==> config.mk <==
export PLATFORM = sky130hd
export DESIGN_NAME = ind_reg_bridge
export DESIGN_NICKNAME = d
export VERILOG_FILES = /design/src/rtl/ind_reg_bridge_pkg.sv /design/src/rtl/ind_reg_bridge_ctrl.sv /design/src/rtl/ind_reg_bridge_dp.sv /design/src/rtl/ind_reg_bridge.sv
export SDC_FILE = /design/constraint.sdc
export NUM_CORES = 1
export LEC_CHECK = 0
export ABC_AREA = 0
export BUFFER_PORTS_ARGS = -buffer_cell sky130_fd_sc_hd__buf_2
export CORE_AREA = 4 4 156 128
export CTS_CLUSTER_DIAMETER = 150
export DETAILED_ROUTE_END_ITERATION = 16
export DIE_AREA = 0 0 160 132
export GPL_ROUTABILITY_DRIVEN = 0
export PLACE_DENSITY = 0.67
export SYNTH_ARGS = -nofsm -noshare
export SYNTH_HDL_FRONTEND = slang
export SYNTH_SLANG_ARGS = --single-unit
==> constraint.sdc <==
create_clock -name clk -period 3.5 [get_ports clk]
set_input_delay 0.7 -clock clk [delete_from_list [all_inputs] [get_ports clk]]
set_output_delay 0.7 -clock clk [all_outputs]
set_load 0.1 [all_outputs]
==> src/rtl/ind_reg_bridge_pkg.sv <==
package ind_reg_bridge_pkg;

  typedef enum logic [1:0] {
    ST_IDLE  = 2'd0,
    ST_ISSUE = 2'd1,
    ST_WAIT  = 2'd2,
    ST_DONE  = 2'd3
  } bridgeState_t;

  // Window indices (byte address >> 3)
  localparam int IDX_PTR    = 0;
  localparam int IDX_DATA   = 1;
  localparam int IDX_STATUS = 2;
  localparam int IDX_CTLA   = 3;
  localparam int IDX_CTLB   = 4;

  typedef struct packed {
    logic ldPtr;     // load pointer from host data
    logic clrStatus; // write-one-to-clear status
    logic capRsp;    // capture internal response data
    logic setErr;    // set status bit 0
    logic selRsp;    // drive captured response to host
  } bridgeStrobe_t;

endpackage

==> src/rtl/ind_reg_bridge_ctrl.sv <==
module ind_reg_bridge_ctrl
  import ind_reg_bridge_pkg::*;
#(
  parameter int IDX_W = 3
) (
  input  logic             clk,
  input  logic             rstN,
  input  logic             hostValid,
  input  logic             hostWrite,
  input  logic [IDX_W-1:0] hostIdx,
  input  logic             misaligned,
  input  logic             intRspValid,
  input  logic             intRspErr,
  output logic             hostReady,
  output logic             hostErr,
  output logic             intReqValid,
  output bridgeStrobe_t    strb
);

  bridgeState_t state, stateNxt;

  logic isData;
  assign isData = !misaligned && (hostIdx == IDX_W'(IDX_DATA));

  always_ff @(posedge clk) begin
    if (!rstN) state <= ST_IDLE;
    else       state <= stateNxt;
  end

  always_comb begin
    stateNxt    = state;
    hostReady   = 1'b0;
    hostErr     = 1'b0;
    intReqValid = 1'b0;
    strb        = '0;
    unique case (state)
      ST_IDLE: begin
        if (hostValid) begin
          if (isData) begin
            stateNxt = ST_ISSUE;
          end else begin
            hostReady = 1'b1;
            if (hostWrite) begin
              if (misaligned) begin
                hostErr = 1'b1;
              end else if (hostIdx == IDX_W'(IDX_PTR)) begin
                strb.ldPtr = 1'b1;
              end else if (hostIdx == IDX_W'(IDX_STATUS)) begin
                strb.clrStatus = 1'b1;
              end else if (hostIdx == IDX_W'(IDX_CTLA) ||
                           hostIdx == IDX_W'(IDX_CTLB)) begin
                hostErr = 1'b0;
              end else begin
                hostErr = 1'b1;
              end
            end
          end
        end
      end
      ST_ISSUE: begin
        intReqValid = 1'b1;
        stateNxt    = ST_WAIT;
      end
      ST_WAIT: begin
        if (intRspValid) begin
          strb.capRsp = 1'b1;
          strb.setErr = intRspErr;
          stateNxt    = ST_DONE;
        end
      end
      ST_DONE: begin
        hostReady   = 1'b1;
        strb.selRsp = 1'b1;
        stateNxt    = ST_IDLE;
      end
      default: stateNxt = ST_IDLE;
    endcase
  end

endmodule

==> src/rtl/ind_reg_bridge_dp.sv <==
module ind_reg_bridge_dp
  import ind_reg_bridge_pkg::*;
#(
  parameter int IDX_W  = 3,
  parameter int DATA_W = 64,
  parameter int OFF_W  = 12
) (
  input  logic              clk,
  input  logic              rstN,
  input  bridgeStrobe_t     strb,
  input  logic [IDX_W-1:0]  hostIdx,
  input  logic              misaligned,
  input  logic [DATA_W-1:0] hostWdata,
  input  logic [DATA_W-1:0] intRspData,
  output logic [OFF_W-1:0]  ptrReg,
  output logic [DATA_W-1:0] statusReg,
  output logic [DATA_W-1:0] hostRdata
);

  localparam int PAD_W = DATA_W - OFF_W;

  logic [DATA_W-1:0] rspReg;
  logic [DATA_W-1:0] localRd;

  always_ff @(posedge clk) begin
    if (!rstN) begin
      ptrReg    <= '0;
      statusReg <= '0;
      rspReg    <= '0;
    end else begin
      if (strb.ldPtr)     ptrReg    <= hostWdata[OFF_W-1:0];
      if (strb.capRsp)    rspReg    <= intRspData;
      if (strb.clrStatus) statusReg <= statusReg & ~hostWdata;
      else if (strb.setErr) statusReg <= statusReg | DATA_W'(1);
    end
  end

  always_comb begin
    localRd = '0;
    if (!misaligned) begin
      if (hostIdx == IDX_W'(IDX_PTR))         localRd = {{PAD_W{1'b0}}, ptrReg};
      else if (hostIdx == IDX_W'(IDX_STATUS)) localRd = statusReg;
    end
  end

  assign hostRdata = strb.selRsp ? rspReg : localRd;

endmodule

==> src/rtl/ind_reg_bridge.sv <==
module ind_reg_bridge
  import ind_reg_bridge_pkg::*;
#(
  parameter int ADDR_W = 6,
  parameter int DATA_W = 64,
  parameter int OFF_W  = 12
) (
  input  logic              clk,
  input  logic              rstN,
  input  logic              hostValid,
  input  logic              hostWrite,
  input  logic [ADDR_W-1:0] hostAddr,
  input  logic [DATA_W-1:0] hostWdata,
  output logic [DATA_W-1:0] hostRdata,
  output logic              hostReady,
  output logic              hostErr,
  output logic              intReqValid,
  output logic              intReqWrite,
  output logic [OFF_W-1:0]  intReqOffset,
  output logic [DATA_W-1:0] intReqData,
  input  logic              intRspValid,
  input  logic [DATA_W-1:0] intRspData,
  input  logic              intRspErr
);

  localparam int IDX_W = ADDR_W - 3;

  logic [IDX_W-1:0]  hostIdx;
  logic              misaligned;
  bridgeStrobe_t     strb;
  logic [DATA_W-1:0] statusReg;

  assign hostIdx    = hostAddr[ADDR_W-1:3];
  assign misaligned = |hostAddr[2:0];

  ind_reg_bridge_ctrl #(.IDX_W(IDX_W)) u_ctrl (
    .clk(clk), .rstN(rstN),
    .hostValid(hostValid), .hostWrite(hostWrite),
    .hostIdx(hostIdx), .misaligned(misaligned),
    .intRspValid(intRspValid), .intRspErr(intRspErr),
    .hostReady(hostReady), .hostErr(hostErr),
    .intReqValid(intReqValid), .strb(strb)
  );

  ind_reg_bridge_dp #(.IDX_W(IDX_W), .DATA_W(DATA_W), .OFF_W(OFF_W)) u_dp (
    .clk(clk), .rstN(rstN), .strb(strb),
    .hostIdx(hostIdx), .misaligned(misaligned),
    .hostWdata(hostWdata), .intRspData(intRspData),
    .ptrReg(intReqOffset), .statusReg(statusReg),
    .hostRdata(hostRdata)
  );

  // Host holds write flag and data steady for the whole stalled access
  assign intReqWrite = hostWrite;
  assign intReqData  = hostWdata;

endmodule

Word-level counts from Yosys, hierarchy flattened
Index checks and enable logic that the tools add are counted.
{ "word_totals": {"register_bits": 142, "inputBits": 140, "output_inout_bits": 144, "elab_cells": 58} }
{ "op_classes": {"n_eq_ne": 10, "n_mux": 33, "bitwise": 2, "reduce_logical": 8} }
{ "op_table": {"columns": ["cell", "count"], "rows": [
  ["2-to-1 mux 64 bit", 5],
  ["AND 64 bit", 1],
  ["inverter 64 bit", 1],
  ["2-to-1 mux 2 bit", 10],
  ["2-to-1 mux 1 bit", 16],
  ["case mux 2 bit (4 select lines)", 1],
  ["equality test 3 x 2 -> 1 bit, second input constant", 2],
  ["equality test 2 bit, second input constant", 2],
  ["!= test 2 bit, second input constant", 2],
  ["equality test 3 x 1 -> 1 bit, second input constant", 1],
  ["equality test 3 bit, second input constant", 1],
  ["logical NOT 3 bit", 1],
  ["AND reduction 3 bit", 1],
  ["OR reduction 3 bit", 1],
  ["equality test 2 x 1 -> 1 bit, second input constant", 1],
  ["logical NOT 2 bit", 1],
  ["!= test 2 x 1 -> 1 bit, second input constant", 1],
  ["case mux 1 bit (2 select lines)", 1],
  ["nonzero test 2 bit", 1],
  ["logical AND 1 bit", 1],
  ["logical NOT 1 bit", 1],
  ["logical OR 1 bit", 1]
]} }

Depth between registers and ports, before layout
Gate-level depths: netlist of the first run.
{ "depth": {"depth_word": 10, "mapped_depth": 7, "depth_no_buf": 5} }

Cells and area by module
A second synthesis of the first run with hierarchy kept.
{ "hier_totals": {"cells_unflattened": 654, "area_unflattened_um2": 6434.9} }
{ "by_module_without_submodules": {"columns": ["mod", "n_inst", "cells_per_inst", "area_each_um2", "seq_area_each_um2"], "rows": [
  ["ind_reg_bridge_dp", 1, 561, 5705.5, 2802.7],
  ["ind_reg_bridge", 1, 66, 494.2, 0.0],
  ["ind_reg_bridge_ctrl", 1, 27, 235.2, 40.0]
]} }

Worst setup path after synthesis of the first run
OpenSTA, ideal clock, no wires.
{ "synth_timing": {"path_kind": "input port to output port", "startpoint": "in hostAddr[1]", "endpoint": "out hostRdata[25]", "t_arrival_ns": 3.755, "required_ns": 2.800, "slack_ns": -0.955, "path_stages": 5, "n_path_buf": 2, "path_cell_list": "nor3_1 > clkbuf_1 > buf_1 > nand3_1 > o21ai_0"} }
{ "synth_via": {"elab_chain_cells": 3} }
{ "synth_lines": {"columns": ["item", "line_no", "text"], "rows": [
  ["start, declared", "ind_reg_bridge.sv:12", "input logic [ADDR_W-1:0] hostAddr,"],
  ["OR reduction 3 bit", "ind_reg_bridge.sv:34", "assign misaligned = |hostAddr[2:0];"],
  ["2-to-1 mux 64 bit", "ind_reg_bridge_dp.sv:40", "if (!misaligned) begin"],
  ["2-to-1 mux 64 bit", "ind_reg_bridge_dp.sv:46", "assign hostRdata = strb.selRsp ? rspReg : localRd;"],
  ["end, declared", "ind_reg_bridge.sv:14", "output logic [DATA_W-1:0] hostRdata,"]
]} }
Every way passes these cells.

Final worst setup path of the first run
{ "layout_timing": {"startpoint": "reg u_ctrl.state[0]", "endpoint": "out hostRdata[60]"} }
{ "layout_via": {"elab_chain_cells": 3} }
{ "layout_lines": {"columns": ["item", "line_no", "text"], "rows": [
  ["start, declared", "ind_reg_bridge_ctrl.sv:20", "bridgeState_t state, stateNxt;"],
  ["start signal, assigned", "ind_reg_bridge_ctrl.sv:27", "else state <= stateNxt;"],
  ["equality test 2 bit", "ind_reg_bridge_ctrl.sv:36", "unique case (state)"],
  ["2-to-1 mux 1 bit", "ind_reg_bridge_ctrl.sv:36", null],
  ["2-to-1 mux 64 bit", "ind_reg_bridge_dp.sv:46", null]
]} }
Every way passes these cells.

==> results of run 1 <==
==> cell families (layout without fill, tap and decap cells) <==
group,count (synthesis),count (layout),share of synthesized area (%)
buffers and inverters,136,337,12.11
muxes,12,12,1.894
AOI/OAI and AO/OA,214,214,17.76
adders and majority gates,4,4,0.7891
DFF,142,142,44.82
and+or+nand+nor,350,350,22.63
==> synth_stat cells, drive strengths merged <==
library cell  count  share of area (%)
a22oi            12                1.4
o21ai            65                5.1
nand4             1              0.099
mux2i            12                1.9
a41oi             1               0.14
nor3              4               0.47
a21oi           131                 10
buf              83                9.0
o221ai            1               0.14
inv               6               0.36
a2111o            1               0.18
clkbuf           47                2.8
a221oi            1               0.14
nor4bb            1               0.16
nand2b            2               0.20
and4b             1               0.16
or3b              1               0.14
ha                4               0.79
dfxtp           142                 45
and2              2               0.20
nand3            54                4.3
nor3b             1               0.12
nand2           281                 17
o311ai            2               0.28
or3               2               0.20
==> where the power goes <==
part | total, mW | internal (mW) | switching, mW
Combinational | 0.686 | 0.129 | 0.556
Clock | 1.78 | 1.05 | 0.733
Sequential | 1.64 | 1.63 | 0.0128
==> cell type report <==
class / instances / area [sq um]
fillers: 1822 / 9569
multi-input cells: 580 / 2982
flip-flops and latches: 142 / 2843
repair buffers: 299 / 2280
clock buffers: 20 / 466.7
well taps: 235 / 294.0
clock inverters: 12 / 123.9
inverters: 6 / 22.52
==> how the worst max path moves through the flow <==
stage                          to  slack, ns
floorplan           hostRdata[25]      -0.20
global placement     hostRdata[3]       0.68
detailed placement   hostRdata[3]       0.64
CTS                 hostRdata[60]       0.40
global route        hostRdata[59]       0.27
finish              hostRdata[60]       0.50
==> sequential cells by signal, summed over array words and instances (netlist names) <==
name / cells
u_ctrl.state: 2
u_dp.ptrReg: 12
u_dp.rspReg: 64
u_dp.statusReg: 64
==> per-layer routing <==
layer  share of wire (%)  GRT usage (%)  vias to the layer above
met4                0.94          4.682                        0
li1                    -              -                     3191
met3                 8.4          5.721                       15
met2                  48          31.74                      265
met5                   0              0                        -
met1                  43          23.92                     3044
==> critical path, delay by kind of cell, from the launching register on <==
| kind | cells | cell delay (ns) |
|---|---|---|
| AOI/OAI and AO/OA | 1 | 0.06 |
| adders and majority gates | 1 | 0.57 |
| buffers and inverters | 2 | 0.73 |
| DFF | 1 | 0.42 |
| and+or+nand+nor | 1 | 0.10 |
==> flow_metrics.py, run 1 <==
metrics = {
    "outcome": {
        "outcome": "complete, no violations",
    },
    "clock_network": {
        "path_clk_slew_ns": 0.06,
        "cts.hold.buffers_added": 0,
        "numCtsBuffers": 17,
        "cts_sinks": 142,
        "cts_tree": "built",
        "clock_path_buffers": 2,
        "htree_levels": 4,
        "cts_resized": 0,
        "insertion_delay_ns": 0.42,
        "ctsRootBufferMaster": "clkbuf_16",
        "cts_setup_buffers": 0,
    },
    "sta": {
        "setup_viol": 0,
        "rsz0062_at_grt": "no",
        "max_slew_margin_pct": 36.81,
        "hold_viol": 0,
        "period_needed_ns": 3.003,
        "finalCritPeriodShare_pct": 85.81,
        "setup_slack_ns": 0.4967,
        "tightestPinTransition_ns": 0.9479,
        "fmax_mhz": 333.0,
        "finClkSkew_ns": 0.01070,
        "hold_ws_ns": 0.4312,
        "slew_violations": 0,
        "setup_tns_ns": 0,
    },
    "power": {
        "powerDensity_mw_per_mm2": 456.3,
        "total_power_mw": 4.112,
        "p_leak_nw": 3.636,
        "ir_drop_mv": 0.2725,
    },
    "cells_and_area": {
        "final_common_cell": "nand2_1",
        "fin_area_sq_mm": 0.009011,
        "nets": 1190,
        "drive_gt1_share_pct": 37.49,
        "syn_to_final_growth_pct": 42.08,
        "diodes": 0,
        "fin_util_pct": 48.50,
        "layout_common_cells": "280 x nand2_1, 236 x buf_2, 142 x dfxtp_1, 131 x a21oi_1, 58 x o21ai_2",
        "fin_cells": 1294,
    },
    "routing": {
        "avgRoutedWirePerCell_um": 15.78,
        "routed_wl_um": 20420,
        "drc": 0,
        "vias_per_cell": 5.035,
        "drtAntennaViolNets": 0,
        "drt-initial-drc-count": 307,
        "drt-pass1-iter-count": 7,
        "vias": 6515,
    },
    "floorplan": {
        "die_w_um": 160,
        "io_pins": 284,
        "start_util_pct": 34.13,
        "dieArea_sq_mm": 0.02112,
        "core-area_sq_mm": 0.01858,
        "fp-row-count": 45,
        "die_y_um": 132,
    },
    "global_routing": {
        "grt_max_degree": 92,
        "track_usage_pct": 18.92,
        "grt.overflow.total": 0,
        "grt_pass1_vias": 6258,
        "antenna_found_initial": 0,
        "grt_pass1_wl_um": 32490,
    },
    "setup_path": {
        "end_kind": "output pin",
        "required_ns": 2.80,
        "r2r_slack_ns": 1.61,
        "path_max_fanout": 44,
        "r2r_start": "u_ctrl.state[0]$_SDFFE_PN0P_",
        "regToRegEndpoint": "u_dp.rspReg[63]$_SDFFE_PN0P_",
        "worst_path_max_delay_cell": "ha_4",
        "startpoint": "u_ctrl.state[0]$_SDFFE_PN0P_",
        "max_stage_delay_ns": 0.57,
        "cp.arrival_ns": 2.30,
        "crit_type": "reg2out",
        "path_cells": "ha_4 > buf_4 > nand2_1 > o21ai_2 > buf_2",
        "rr_worst_depth": 6,
        "cp-start-kind": "flop",
    },
    "synth": {
        "syn_nets": 1002,
        "yosys_warnings": 0,
        "synthCells": 858,
        "synth-seq-cells": 142,
        "synth_area_sq_mm": 0.006342,
        "synth_seq_area_share_pct": 44.82,
        "synth.avg_cell_area_sq_um": 7.392,
        "yosysUniqueCellTypes": 28,
    },
    "place": {
        "hpwl_um": 14250,
        "dpl_cell_area_sq_mm": 0.008421,
        "dpl.cell_count": 1262,
        "port-buffer-count": 283,
        "pre_cts_slack_ns": 0.6399,
    },
    "worst_hold_path": {
        "hold_path.startpoint": "u_dp.statusReg[31]$_SDFFE_PN0P_",
        "hold_depth": 2,
        "min_to": "u_dp.statusReg[31]$_SDFFE_PN0P_",
        "hp-class": "reg2reg",
    },
    "flow_run": {
        "drv_cap": 0,
    },
}
Power figures use the tool's default switching activity.
==> run 2, diff against run 1 <==
GPL_TIMING_DRIVEN = 0   (was default)
==> run 2 against run 1 <==
  * Via count up 5.7%
  * Non-clock buffer count up 113
  * Die area unchanged
  * Register-to-register slack worse by 0.42 ns
  * Clock skew down 0.0038 ns
  * Highest routed layer is now met5
  * Sequential cell count unchanged
  * Setup slack worse by 0.35 ns
==> flow_metrics.py, run 2 (synthesized netlist as in run 1, its figures left out) <==
metrics = {
    "sta": {
        "max_slew_margin_pct": 30.00,
        "slew_violations": 0,
        "tightestPinTransition_ns": 1.044,
        "rsz0062_at_grt": "no",
        "period_needed_ns": 3.352,
        "hold_viol": 0,
        "finClkSkew_ns": 0.006914,
        "setup_slack_ns": 0.1478,
        "fmax_mhz": 298.3,
        "setup_viol": 0,
        "finalCritPeriodShare_pct": 95.78,
    },
    "flow_run": {
        "drv_cap": 0,
    },
    "floorplan": {
        "core-area_sq_mm": 0.01858,
        "die_y_um": 132,
        "fp-row-count": 45,
        "dieArea_sq_mm": 0.02112,
        "io_pins": 284,
        "die_w_um": 160,
        "start_util_pct": 34.13,
    },
    "place": {
        "pre_cts_slack_ns": -0.5559,
        "dpl_cell_area_sq_mm": 0.008270,
        "port-buffer-count": 283,
        "hpwl_um": 16760,
    },
    "power": {
        "p_leak_nw": 3.869,
        "powerDensity_mw_per_mm2": 481.5,
        "ir_drop_mv": 0.2629,
    },
    "clock_network": {
        "clock_path_buffers": 2,
        "numCtsBuffers": 17,
        "cts.hold.buffers_added": 0,
        "cts_tree": "built",
        "cts_sinks": 142,
        "insertion_delay_ns": 0.42,
        "htree_levels": 4,
        "path_clk_slew_ns": 0.06,
        "cts_setup_buffers": 0,
        "ctsRootBufferMaster": "clkbuf_16",
    },
    "routing": {
        "drc": 0,
        "vias_per_cell": 4.894,
        "drt-initial-drc-count": 384,
        "routed_wl_um": 22280,
        "avgRoutedWirePerCell_um": 15.84,
        "drt-pass1-iter-count": 5,
        "vias": 6886,
        "drtAntennaViolNets": 0,
    },
    "global_routing": {
        "grt_pass1_vias": 6896,
        "grt_max_degree": 17,
        "antenna_found_initial": 2,
        "grt_pass1_wl_um": 35330,
        "track_usage_pct": 20.70,
        "grt.overflow.total": 0,
    },
    "setup_path": {
        "path_max_fanout": 10,
        "required_ns": 2.80,
        "cp-start-kind": "primary input",
        "crit_type": "in2out",
        "end_kind": "output pin",
        "cp.arrival_ns": 2.65,
    },
    "outcome": {
        "outcome": "complete, no violations",
    },
    "cells_and_area": {
        "top_regs": "u_dp.rspReg: 64 flops, u_dp.statusReg: 64 flops, u_dp.ptrReg: 12 flops",
        "nets": 1303,
        "regArea_sq_mm": 0.002843,
        "nFillCells": 1885,
        "final_common_cell": "buf_2",
        "diodes": 0,
        "syn_to_final_growth_pct": 40.42,
        "layout_common_cells": "290 x buf_2, 281 x nand2_1, 142 x dfxtp_1, 131 x a21oi_1, 67 x buf_4",
        "fin_area_sq_mm": 0.008906,
        "drive_gt1_share_pct": 39.08,
        "multi_input_area_sq_mm": 0.002957,
    },
    "worst_hold_path": {
        "hp-class": "reg2reg",
    },
}
[run 2: cell count changes in the layout (fill, tap and decap cells not counted), sizes merged]
cell and change:
clkbuf +45, inv +2, bufinv +2, clkinv -3
buf +66, clkinvlp +1
[run 2: per-stage QoR]
stage          utilization [%]  cells  hold slack (ns)  setup TNS, ns  power [mW]
2_1_floorplan                -    858           0.4122        -0.2651       2.226
3_3_place_gp             44.51   1376           0.4185         -17.17       2.416
3_5_place_dp             44.51   1376           0.4221         -17.32       2.419
4_1_cts                  47.91   1407           0.4330              0       4.336
5_1_grt                  47.93   1407           0.4311              0       4.435
6_report                 47.93   1407           0.4304              0       4.289
[run 2: routing by layer]
metal	share of wire (%)	track usage, %	routed length, um	up-vias
met5	0.094	0	21	-
met4	1.4	5.829	318	4
met3	8.1	6.721	1806	27
met2	46	33.55	10240	251
met1	44	26.57	9891	3200
li1	-	-	-	3404
[run 2: report_power, final]
| part | switching [mW] | total (mW) | internal [mW] |
|---|---|---|---|
| Sequential | 0.0104 | 1.64 | 1.63 |
| Clock | 0.751 | 1.90 | 1.15 |
| Combinational | 0.570 | 0.743 | 0.173 |
| Total | 1.33 | 4.29 | 2.96 |
[run 2: what timing repair did]
item                                    CTS  global route
resized for setup                         8             5
hold endpoints to repair                  0             0
endpoints found under the setup margin   48            18
[run 2: worst paths after layout]
check / start / to / slack [ns] / depth (start not counted)
worst max register to register: u_ctrl.state[0]$_SDFFE_PN0P_ / u_dp.statusReg[3]$_SDFFE_PN0P_ / 1.19 / 6
worst max-delay path: hostAddr[1] / hostRdata[56] / 0.15 / 7
worst min-delay path: u_dp.statusReg[57]$_SDFFE_PN0P_ / u_dp.statusReg[57]$_SDFFE_PN0P_ / 0.43 / 2
worst min register to register: u_dp.statusReg[57]$_SDFFE_PN0P_ / u_dp.statusReg[57]$_SDFFE_PN0P_ / 0.43 / 2
[run 2: area by class of cell]
type	count	area share [%]
inverters	6	0.2529
flip-flops and latches	142	31.92
clock inverters	14	2.009
repair buffers	283	15.93
clock buffers	18	4.931
plain buffers	129	8.457
well taps	235	3.301
multi-input cells	580	33.20
[run 2: worst max-delay path, stage by stage]
cell and delay [ns]:
buf_2 0.11, nor3_2 0.35, clkbuf_2 0.42, clkbuf_2 0.32
nand3_1 0.14, o21ai_2 0.15, buf_2 0.45
